[src/rtl/uart_rx_pkg.sv]
package uart_rx_pkg;
    localparam int OS     = 16;
    localparam int DATA_W = 8;
    localparam int ST_W   = 5;

    localparam int ST_READY = 0;
    localparam int ST_OVR   = 1;
    localparam int ST_PAR   = 2;
    localparam int ST_FRM   = 3;
    localparam int ST_BRK   = 4;

    typedef enum logic [2:0] {
        RX_IDLE,
        RX_START,
        RX_DATA,
        RX_PARITY,
        RX_STOP,
        RX_WAITHI
    } rx_state_e;

    typedef struct packed {
        logic              brk;
        logic              ferr;
        logic              perr;
        logic [DATA_W-1:0] data;
    } rx_entry_t;

    function automatic logic par_expect(logic [DATA_W-1:0] d, logic odd);
        return (^d) ^ odd;
    endfunction
endpackage

[src/rtl/rx_sync.sv]
module rx_sync (
    input  logic clk,
    input  logic rst,
    input  logic din,
    output logic dout
);
    logic meta;
    always_ff @(posedge clk) begin
        if (rst) begin
            meta <= 1'b1;
            dout <= 1'b1;
        end else begin
            meta <= din;
            dout <= meta;
        end
    end
endmodule

[src/rtl/rx_frame.sv]
module rx_frame
    import uart_rx_pkg::*;
(
    input  logic      clk,
    input  logic      rst,
    input  logic      tick,
    input  logic      rxs,
    input  logic      par_en,
    input  logic      par_odd,
    output logic      done,
    output rx_entry_t ent
);
    localparam int CW = $clog2(OS);
    localparam int BW = $clog2(DATA_W);
    localparam logic [CW-1:0] HALF_LAST = CW'(OS/2 - 1);
    localparam logic [CW-1:0] FULL_LAST = CW'(OS - 1);
    localparam logic [BW-1:0] BIT_LAST  = BW'(DATA_W - 1);

    rx_state_e         state;
    logic [CW-1:0]     cnt;
    logic [BW-1:0]     bitn;
    logic [DATA_W-1:0] sh;
    logic              perr_q;
    logic              hi_seen;
    logic              centre;

    assign centre = (cnt == FULL_LAST);

    always_ff @(posedge clk) begin
        if (rst) begin
            state   <= RX_IDLE;
            cnt     <= '0;
            bitn    <= '0;
            sh      <= '0;
            perr_q  <= 1'b0;
            hi_seen <= 1'b0;
            done    <= 1'b0;
            ent     <= '0;
        end else begin
            done <= 1'b0;
            if (tick) begin
                case (state)
                    RX_IDLE: begin
                        if (!rxs) begin
                            state <= RX_START;
                            cnt   <= '0;
                        end
                    end
                    RX_START: begin
                        if (cnt == HALF_LAST) begin
                            cnt <= '0;
                            if (!rxs) begin
                                state   <= RX_DATA;
                                bitn    <= '0;
                                perr_q  <= 1'b0;
                                hi_seen <= 1'b0;
                            end else begin
                                state <= RX_IDLE;
                            end
                        end else begin
                            cnt <= cnt + 1'b1;
                        end
                    end
                    RX_DATA: begin
                        cnt <= cnt + 1'b1;
                        if (centre) begin
                            sh      <= {rxs, sh[DATA_W-1:1]};
                            hi_seen <= hi_seen | rxs;
                            bitn    <= bitn + 1'b1;
                            if (bitn == BIT_LAST)
                                state <= par_en ? RX_PARITY : RX_STOP;
                        end
                    end
                    RX_PARITY: begin
                        cnt <= cnt + 1'b1;
                        if (centre) begin
                            perr_q  <= (rxs != par_expect(sh, par_odd));
                            hi_seen <= hi_seen | rxs;
                            state   <= RX_STOP;
                        end
                    end
                    RX_STOP: begin
                        cnt <= cnt + 1'b1;
                        if (centre) begin
                            done     <= 1'b1;
                            ent.data <= sh;
                            ent.perr <= perr_q;
                            ent.ferr <= !rxs;
                            ent.brk  <= !(hi_seen | rxs);
                            state    <= RX_WAITHI;
                        end
                    end
                    RX_WAITHI: begin
                        if (rxs) state <= RX_IDLE;
                    end
                    default: state <= RX_IDLE;
                endcase
            end
        end
    end
endmodule

[src/rtl/rx_hold.sv]
module rx_hold
    import uart_rx_pkg::*;
(
    input  logic              clk,
    input  logic              rst,
    input  logic              wr,
    input  rx_entry_t         ent_in,
    input  logic              rd_data,
    input  logic              rd_status,
    input  logic              ier_rx,
    output logic [DATA_W-1:0] data_out,
    output logic [ST_W-1:0]   status,
    output logic              irq
);
    rx_entry_t held;
    logic      ready;
    logic      ovr;

    always_ff @(posedge clk) begin
        if (rst) begin
            held  <= '0;
            ready <= 1'b0;
            ovr   <= 1'b0;
        end else begin
            if (wr) begin
                held  <= ent_in;
                ready <= 1'b1;
            end else if (rd_data) begin
                ready <= 1'b0;
            end
            if (wr && ready && !rd_data)
                ovr <= 1'b1;
            else if (rd_status)
                ovr <= 1'b0;
        end
    end

    always_comb begin
        status           = '0;
        status[ST_READY] = ready;
        status[ST_OVR]   = ovr;
        status[ST_PAR]   = held.perr;
        status[ST_FRM]   = held.ferr;
        status[ST_BRK]   = held.brk;
    end

    assign data_out = held.data;
    assign irq      = ready & ier_rx;
endmodule

[src/rtl/uart_rx_hold.sv]
module uart_rx_hold
    import uart_rx_pkg::*;
(
    input  logic              clk,
    input  logic              rst,
    input  logic              tick,
    input  logic              rxd,
    input  logic              par_en,
    input  logic              par_odd,
    input  logic              ier_rx,
    input  logic              rd_data,
    input  logic              rd_status,
    output logic [DATA_W-1:0] data_out,
    output logic [ST_W-1:0]   status,
    output logic              irq
);
    logic      rxs;
    logic      hold_wr;
    rx_entry_t frame_ent;

    rx_sync u_sync (
        .clk  (clk),
        .rst  (rst),
        .din  (rxd),
        .dout (rxs)
    );

    rx_frame u_frame (
        .clk     (clk),
        .rst     (rst),
        .tick    (tick),
        .rxs     (rxs),
        .par_en  (par_en),
        .par_odd (par_odd),
        .done    (hold_wr),
        .ent     (frame_ent)
    );

    rx_hold u_hold (
        .clk       (clk),
        .rst       (rst),
        .wr        (hold_wr),
        .ent_in    (frame_ent),
        .rd_data   (rd_data),
        .rd_status (rd_status),
        .ier_rx    (ier_rx),
        .data_out  (data_out),
        .status    (status),
        .irq       (irq)
    );
endmodule

[config.mk]
export PLATFORM = sky130hd
export DESIGN_NAME = uart_rx_hold
export DESIGN_NICKNAME = d
export VERILOG_FILES = /design/src/rtl/uart_rx_pkg.sv /design/src/rtl/rx_sync.sv /design/src/rtl/rx_frame.sv /design/src/rtl/rx_hold.sv /design/src/rtl/uart_rx_hold.sv
export SDC_FILE = /design/constraint.sdc
export NUM_CORES = 1
export LEC_CHECK = 0
export BUFFER_PORTS_ARGS = -buffer_cell sky130_fd_sc_hd__buf_2
export CORE_MARGIN = 1.5
export CORE_UTILIZATION = 40
export CTS_CLUSTER_SIZE = 10
export DETAILED_ROUTE_END_ITERATION = 12
export PLACE_DENSITY_LB_ADDON = 0.05
export SLEW_MARGIN = 20
export SYNTH_ARGS = -nofsm -noshare
export SYNTH_HDL_FRONTEND = slang
export SYNTH_SLANG_ARGS = --single-unit
[constraint.sdc]
create_clock -name clk -period 3.7 [get_ports clk]
set_input_delay 0.74 -clock clk [delete_from_list [all_inputs] [get_ports clk]]
set_output_delay 0.74 -clock clk [all_outputs]
set_load 0.02 [all_outputs]
# == Word-level counts from Yosys, hierarchy flattened ==
# Index checks and enable logic that the tools add are counted.
# totals
mem_count,0
rom_bits,0
ramBits,0
ff_bits,47
input_bits,9
latchBits,0
# op_classes
order_cmp,0
muxes,28
shifts,0
n_bitwise,5
n_mul,0
reduce_logical,23
eq_ne,18
div_mod_pow,0
addsub,2
# op_table
op,count
2-to-1 mux 3 bit,11
case mux 3 bit (6 select lines),1
AND reduction 5 bit,3
inequality test 2 x 1 -> 1 bit (second input constant),6
case mux 4 bit (3 select lines),1
nonzero test 2 bit,5
equality test 3 bit (second input constant),3
2-to-1 mux 1 bit,9
AND reduction 3 bit,3
2-to-1 mux 4 bit,2
AND reduction 8 bit,1
parity 8 bit,1
equality test 3 x 2 -> 1 bit (second input constant),2
inequality test 2 bit (second input constant),3
case mux 3 bit (2 select lines),1
OR reduction 3 bit,2
adder 4 x 1 -> 4 bit (second input constant),1
equality test 4 x 3 -> 1 bit (second input constant),1
equality test 4 bit (second input constant),1
case mux 1 bit (2 select lines),2
adder 3 x 1 -> 3 bit (second input constant),1
equality test 3 x 1 -> 1 bit (second input constant),1
logical NOT 1 bit,3
logical NOT 3 bit,1
9 further kinds,11

# == Logic depth before layout (Yosys ltp) ==
# Gate-level depths: netlist (run 1).
# logic_depth
depth_word,5
mapped_depth,7
ltp_nobuf,6

# == Hierarchy ==
# A second synthesis (run 1) with hierarchy kept.
# hier_totals
cells_unflattened,246
hier_area_um2,2205.9
# by_module_without_submodules
module,area_per_inst_um2,cells_per_inst,n_inst
rx_frame,1672.9,197,1
rx_hold,480.5,45,1
rx_sync,52.6,4,1

# == Worst setup path after synthesis (run 1) ==
# Ideal clock, no wire load.
# synth_path
path_kind,in2reg
start,input tick
end,register u_frame.sh[0]
path_stages,6
path_buffers,1
t_arrival_ns,1.643
setup_ns,0.128
setup_slack_ns,1.929
t_required_ns,3.572
cell_sequence,inv_2 -> nor3_4 -> nor3b_1 -> buf_4 -> mux2i_1 -> nor2_1
# synth_via
elab_chain_len,1
# synth_rtl
element,line_no,source
"start, declared",uart_rx_hold.sv:6,"input logic tick,"
AND reduction 3 bit (no line),n/a,
"end signal, assigned",rx_frame.sv:67,"sh <= {rxs, sh[DATA_W-1:1]};"
"end, declared",rx_frame.sv:22,logic [DATA_W-1:0] sh;
# No other way between the ends.
# A chain may end at the register's enable or synchronous reset.

# == Worst setup path after layout (run 1) ==
# layout_path
start,register u_frame.state[0]
end,register u_frame.bitn[0]
# layout_via
elab_chain_len,3
word_cells_on_any_way,8
classes_between,5 x eq/ne; 1 x mux; 2 x reduce/logical
# layout_rtl
element,line_no,source
"start, declared",rx_frame.sv:19,rx_state_e state;
"start signal, assigned",rx_frame.sv:71,state <= par_en ? RX_PARITY : RX_STOP;
equality test 3 x 2 -> 1 bit / equality test 3 x 1 -> 1 bit (equally long branches),rx_frame.sv:42,case (state)
inequality test 2 x 1 -> 1 bit (no line) (tied with other cells),n/a,
AND reduction 5 bit (no line),n/a,
"end signal, assigned",rx_frame.sv:69,bitn <= bitn + 1'b1;
"end, declared",rx_frame.sv:21,logic [BW-1:0] bitn;
# Several ways; a longest one is shown, not always the timed one.

==> impl_metrics.py, run 1 <==
metrics = {
    "floorplanning": {
        "die_h_um": 77.18,
        "coreArea_sq_um": 5205,
        "io_pins": 23,
        "initial_utilization_pct": 42.28,
        "die_x_um": 77.18,
        "die_area_sq_um": 5956,
        "rows": 26,
    },
    "cells_and_area": {
        "fin_area_sq_um": 2387,
        "mostFrequentLayoutCell": "dfxtp_1",
        "final_cell_mix": "dfxtp_1, nor2_1, mux2i_1",
        "area_growth_pct": 8.471,
        "fillers": 543,
        "final_layout_size_suffix_gt1_share_pct": 21.34,
        "final_nets": 250,
        "fin_util_pct": 45.87,
        "num_antenna_cells": 0,
    },
    "clock_network": {
        "cts_tree": "built",
        "root_buffer": "clkbuf_8",
        "post_cts_buffers": 0,
        "clk_pin_slew_ps": 80,
        "ctsResizeCount": 0,
        "insertion_delay_ps": 290,
        "clock_sinks": 47,
        "cts_made_buffers": 5,
        "cts_buffer_depth": 2,
        "cts_hold_buf": 0,
        "h-tree-depth": 2,
    },
    "timing": {
        "tns_ps": 0,
        "worst_pin_slew_ps": 879.1,
        "fin_skew_ps": 8.016,
        "grt_setup_unrepaired": "no",
        "slew_headroom_pct": 41.39,
        "fmax_mhz": 500.9,
        "final_max_slew_viol_count": 0,
        "fin_crit_sh_pct": 53.96,
        "timing.hold.ws_ps": 412.4,
        "hold_violations": 0,
        "setup_violations": 0,
        "min_period_ps": 1997,
    },
    "placed_design": {
        "dpl_cell_area_sq_um": 2270,
        "place.gp.congestion": 0.7542,
        "port_buffers": 22,
        "place_hpwl_um": 2484,
    },
    "route": {
        "drt_first_pass_iters": 4,
        "viasPerCell": 4.883,
        "wirelength_um": 3750,
        "vias": 1509,
        "antenna_left": 0,
        "drcViolationCount": 0,
        "drt_iter0_markers": 56,
        "wl_per_cell_um": 12.14,
    },
    "power_and_ir_drop": {
        "pwr-share-clk_pct": 40.3,
        "p_comb_share_pct": 5.2,
        "powerDensity_nw_per_um2": 396.6,
        "peakVddDrop_mv": 0.2033,
        "swShare_pct": 21.11,
        "leakage_nw": 0.9320,
        "seqPwrFrac_pct": 54.5,
        "switchingPower_w": 0.0001998,
        "p_int_w": 0.0007470,
    },
    "global_routing": {
        "grt_pass1_vias": 1424,
        "grt_pass1_wl_um": 6630,
        "grt_max_degree": 49,
        "antenna_found_initial": 0,
        "gr-total-overflow": 0,
        "track_usage_pct": 13.79,
    },
    "yosys": {
        "synth_edf_count": 0,
        "synth_ff_type": "dfxtp_1",
        "yosysSeqAreaShare_pct": 42.75,
        "synth_seq_cells": 47,
        "synthArstFlopShare_pct": 0,
        "synth_cell_type_count": 48,
        "synth_fp_nets": 237,
        "yosys_warnings": 0,
        "syn_avg_cell_area_sq_um": 9.782,
        "synth_area_sq_um": 2201,
        "syn_inst": 225,
    },
    "worst_setup_path": {
        "crit_arrival_ps": 2150,
        "critPathTopFamily": "flip-flops",
        "endpoint_kind": "flop",
        "slowest_stage": "dfxtp_1",
        "crit_fanout": 13,
        "critPathKind": "reg2reg",
        "path_cells": "inv_1, nor4b_2, o21ai_1, mux2i_1, nor2_1",
        "worstPathBufferInverterCount": 1,
        "start_kind": "flop",
        "required_ps": 3860,
        "r2r_setup_slack_ps": 1700,
        "slowest_delay_ps": 680,
    },
    "run_status": {
        "status": "completed",
    },
    "run": {
        "cap_violations": 0,
    },
    "hold_path": {
        "hold_path.class": "reg2reg",
    },
}
[final timing paths]
path,startpoint,to,depth (start not counted)
max,u_frame.state[0]$_SDFFE_PP0P_,u_frame.bitn[0]$_SDFFE_PP0P_,5
min reg2reg,u_sync.meta$_SDFF_PP1_,u_sync.dout$_SDFF_PP1_,1
min,u_sync.meta$_SDFF_PP1_,u_sync.dout$_SDFF_PP1_,1
max reg2reg,u_frame.state[0]$_SDFFE_PP0P_,u_frame.bitn[0]$_SDFFE_PP0P_,5
[cells in the mapped netlist, types with 2 or more instances]
cell type | n | area, sq um
buf_6 | 2 | 22.52
dfxtp_1 | 47 | 940.9
o21ai_2 | 2 | 17.52
or2_2 | 2 | 12.51
inv_1 | 4 | 15.01
clkbuf_8 | 4 | 55.05
mux2i_1 | 29 | 290.3
o21ai_0 | 3 | 15.01
nor3_4 | 2 | 32.53
xnor2_1 | 9 | 78.83
nand3_1 | 3 | 15.01
nor3_1 | 4 | 20.02
nor2b_1 | 2 | 12.51
ha_1 | 3 | 37.54
and2_2 | 2 | 15.01
a21oi_1 | 15 | 75.07
buf_4 | 4 | 30.03
o2111ai_1 | 3 | 26.28
clkbuf_1 | 5 | 18.77
nor2_1 | 43 | 161.4
nand2_1 | 10 | 37.54
[power groups by stage]
| stage | sequential, W | combinational [W] | clock [W] |
|---|---|---|---|
| CTS | 0.000516 | 0.0000502 | 0.000400 |
| detailed placement | 0.000528 | 0.0000501 | 0 |
| global route | 0.000517 | 0.0000556 | 0.000421 |
| floorplan | 0.000522 | 0.0000483 | 0 |
| finish | 0.000516 | 0.0000494 | 0.000381 |
| global placement | 0.000528 | 0.0000506 | 0 |
[layer usage]
layer  up-vias  part of all wire [%]  routed length, um  GRT usage, %
li1        797                     -                  -             -
met1       694                    51               1899         18.34
met2        14                    46               1721         21.05
met3         4                   2.3                 88         3.214
met4         0                   1.1                 40         6.364
met5         -                     0                  0             0
[cell type report]
| cell class | instances | area (sq um) | area share [%] |
|---|---|---|---|
| Clock buffer | 6 | 82.58 | 3.459 |
| Clock inverter | 2 | 35.03 | 1.468 |
| Inverter | 5 | 18.77 | 0.7862 |
| Multi-Input combinational cell | 156 | 1105 | 46.28 |
| Sequential cell | 47 | 940.9 | 39.41 |
| Tap cell | 70 | 87.58 | 3.669 |
| Timing Repair Buffer | 23 | 117.6 | 4.927 |
[worst reg2reg max path: cells and delay by family, from the launching register on]
family,cells,cell delay (ps)
multiplexers,1,160
buffers and inverters,1,290
flip-flops,1,680
AND/OR/NAND/NOR,2,530
AO/OA/AOI/OAI,1,190
[logic make-up (layout without fill, tap and decap cells)]
family,after synthesis,count (layout),share of synthesized area (%)
flops,47,47,42.75
compound gates,35,35,12.56
xor+xnor,10,10,4.321
buf+inv,22,36,7.049
simple gates,79,79,18.42
fa+ha+maj,3,3,1.706
mux,29,29,13.19
[state kept, by name, summed over array words and instances, names as in the netlist]
signal           flops
u_sync.meta          1
u_hold.ready         1
u_frame.cnt          4
u_hold.ovr           1
u_frame.perr_q       1
u_frame.hi_seen      1
u_hold.data_out      8
u_frame.ent         11
u_frame.state        3
u_frame.sh           8
u_sync.dout          1
u_hold.status        3
u_frame.bitn         3
u_frame.done         1
[through the flow]
step / instances / power [W] / setup WS (ps)
after floorplan: 225 / 0.0005698 / 1929
after global placement: 301 / 0.0005788 / 1598
after detailed placement: 301 / 0.0005781 / 1620
after CTS: 309 / 0.0009659 / 1695
after global routing: 309 / 0.0009941 / 1537
final: 309 / 0.0009468 / 1703
Power figures use the tool's default switching activity.
==> run 2: changes to the inputs <==
- clock period: 3.7 -> 1.65 ns (I/O delays scaled with it)
==> impl_metrics.py, run 2 (synthesis gave the netlist of run 1 again) <==
metrics = {
    "placed_design": {
        "port_buffers": 22,
        "pre_cts_ws_ps": -63.67,
        "dp.cells": 330,
        "place.gp.congestion": 0.7991,
        "place_hpwl_um": 2999,
    },
    "run_status": {
        "status": "completed",
    },
    "run": {
        "cap_violations": 0,
    },
    "floorplanning": {
        "initial_utilization_pct": 42.28,
        "die_x_um": 77.18,
        "rows": 26,
        "io_pins": 23,
        "die_h_um": 77.18,
        "die_area_sq_um": 5956,
        "coreArea_sq_um": 5205,
    },
    "power_and_ir_drop": {
        "finalPower_w": 0.001998,
        "pwr-share-clk_pct": 34.8,
        "powerDensity_nw_per_um2": 753.5,
        "p_comb_share_pct": 7.8,
        "leakage_nw": 1.077,
        "peakVddDrop_mv": 0.5044,
        "p_int_w": 0.001516,
        "switchingPower_w": 0.0004815,
        "seqPwrFrac_pct": 57.4,
        "swShare_pct": 24.10,
    },
    "cells_and_area": {
        "final_cell_mix": "nor2_1, dfxtp_1, buf_4",
        "fillers": 504,
        "final_nets": 282,
        "num_antenna_cells": 0,
        "final_layout_size_suffix_gt1_share_pct": 32.47,
        "top_register": "u_frame.ent",
        "largest_reg_flops": 11,
        "fin_cells": 341,
        "area_growth_pct": 20.47,
    },
    "route": {
        "wirelength_um": 4176,
        "drcViolationCount": 0,
        "wl_per_cell_um": 12.25,
        "viasPerCell": 4.704,
        "drt_first_pass_iters": 4,
        "vias": 1604,
        "antenna_left": 0,
        "drt_iter0_markers": 46,
    },
    "worst_setup_path": {
        "slowest_stage": "a311oi_4",
        "critPathKind": "reg2reg",
        "crit_arrival_ps": 1790,
        "r2r-end": "u_frame.state[0]$_SDFFE_PP0P_",
        "r2r_start": "u_frame.cnt[1]$_SDFFE_PP0P_",
        "r2r_setup_slack_ps": 80,
        "endpoint_kind": "flop",
        "required_ps": 1870,
        "reg2reg_depth": 6,
        "crit_fanout": 5,
        "start_kind": "flop",
        "path_cells": "ha_4, buf_4, o2111ai_1, a311oi_4, o21ai_2, a221oi_2",
        "slowest_delay_ps": 410,
    },
    "timing": {
        "final_max_slew_viol_count": 0,
        "slew_headroom_pct": 64.44,
        "fin_crit_sh_pct": 95.14,
        "timing.hold.ws_ps": 211.9,
        "fmax_mhz": 637.0,
        "setup_violations": 0,
        "layout_setup_ws_ps": 80.19,
        "worst_pin_slew_ps": 533.4,
        "min_period_ps": 1570,
        "hold_violations": 0,
        "fin_skew_ps": 6.936,
    },
    "clock_network": {
        "cts_hold_buf": 0,
        "cts_made_buffers": 5,
        "insertion_delay_ps": 290,
        "cts_tree": "built",
        "cts_buffer_depth": 2,
        "clock_sinks": 47,
        "root_buffer": "clkbuf_8",
        "clk_pin_slew_ps": 90,
        "h-tree-depth": 2,
    },
    "hold_path": {
        "hold_depth": 2,
        "worstHoldStart": "rxd",
        "holdPathEnd": "u_sync.meta$_SDFF_PP1_",
        "hold_path.class": "in2reg",
    },
    "global_routing": {
        "grt_pass1_wl_um": 7314,
        "grt_max_degree": 29,
        "track_usage_pct": 15.26,
        "antenna_found_initial": 0,
        "gr-total-overflow": 0,
        "grt_pass1_vias": 1641,
    },
}
run 2: metal layers:
| layer | part of all wire, % | vias up | GRT usage [%] |
|---|---|---|---|
| met2 | 48 | 17 | 25.88 |
| met4 | 0.96 | 0 | 5.273 |
| met3 | 2.6 | 4 | 3.333 |
| met5 | 0 | - | 0 |
| met1 | 49 | 724 | 19.00 |
| li1 | - | 859 | - |
run 2: per-stage QoR:
step                TNS (ps)  cell area, sq um  utilization [%]
finish                     0              2651            50.94
global route          -3.150              2651            50.94
global placement      -53.52              2500            48.03
detailed placement    -419.9              2500            48.03
floorplan                  0              2201                -
CTS                        0              2616            50.26
run 2: area by class of cell:
type                            count  area (sq um)  area share [%]
Clock buffer                        6         72.57           2.737
Clock inverter                      2         16.27          0.6135
Inverter                            5         18.77          0.7079
Multi-Input combinational cell    156          1136           42.85
Sequential cell                    47         945.9           35.68
Tap cell                           70         87.58           3.303
Timing Repair Buffer               55         374.1           14.11
run 2: worst max-delay path by stage:
stage / start / end / cells past startpoint
global route: u_frame.cnt[1]$_SDFFE_PP0P_ / u_frame.sh[0]$_SDFFE_PP0P_ / 7
CTS: u_frame.cnt[1]$_SDFFE_PP0P_ / u_frame.state[0]$_SDFFE_PP0P_ / 6
global placement: u_frame.cnt[0]$_SDFFE_PP0P_ / u_frame.sh[5]$_SDFFE_PP0P_ / 7
finish: u_frame.cnt[1]$_SDFFE_PP0P_ / u_frame.state[0]$_SDFFE_PP0P_ / 6
detailed placement: u_frame.cnt[0]$_SDFFE_PP0P_ / u_frame.sh[1]$_SDFFE_PP0P_ / 7
floorplan: u_frame.cnt[0]$_SDFFE_PP0P_ / u_frame.sh[0]$_SDFFE_PP0P_ / 7
run 2: power groups by stage:
| stage | sequential [W] | clock (W) | combinational, W |
|---|---|---|---|
| 6_report | 0.00115 | 0.000695 | 0.000157 |
| 5_1_grt | 0.00115 | 0.000775 | 0.000173 |
| 4_1_cts | 0.00115 | 0.000731 | 0.000157 |
| 3_5_place_dp | 0.00117 | 0 | 0.000156 |
| 3_3_place_gp | 0.00117 | 0 | 0.000157 |
| 2_1_floorplan | 0.00117 | 0 | 0.000108 |
run 2: worst max-delay path: cells and delay by family (launching register included):
family          cells  cell delay (ps)
fa+ha+maj           1              150
buf+inv             1              110
compound gates      4              880
flops               1              360
run 2: timing repair:
action	CTS	global route
resized for setup	5	5
setup endpoints to repair	10	8
pin swaps	2	1
setup buffers	1	2
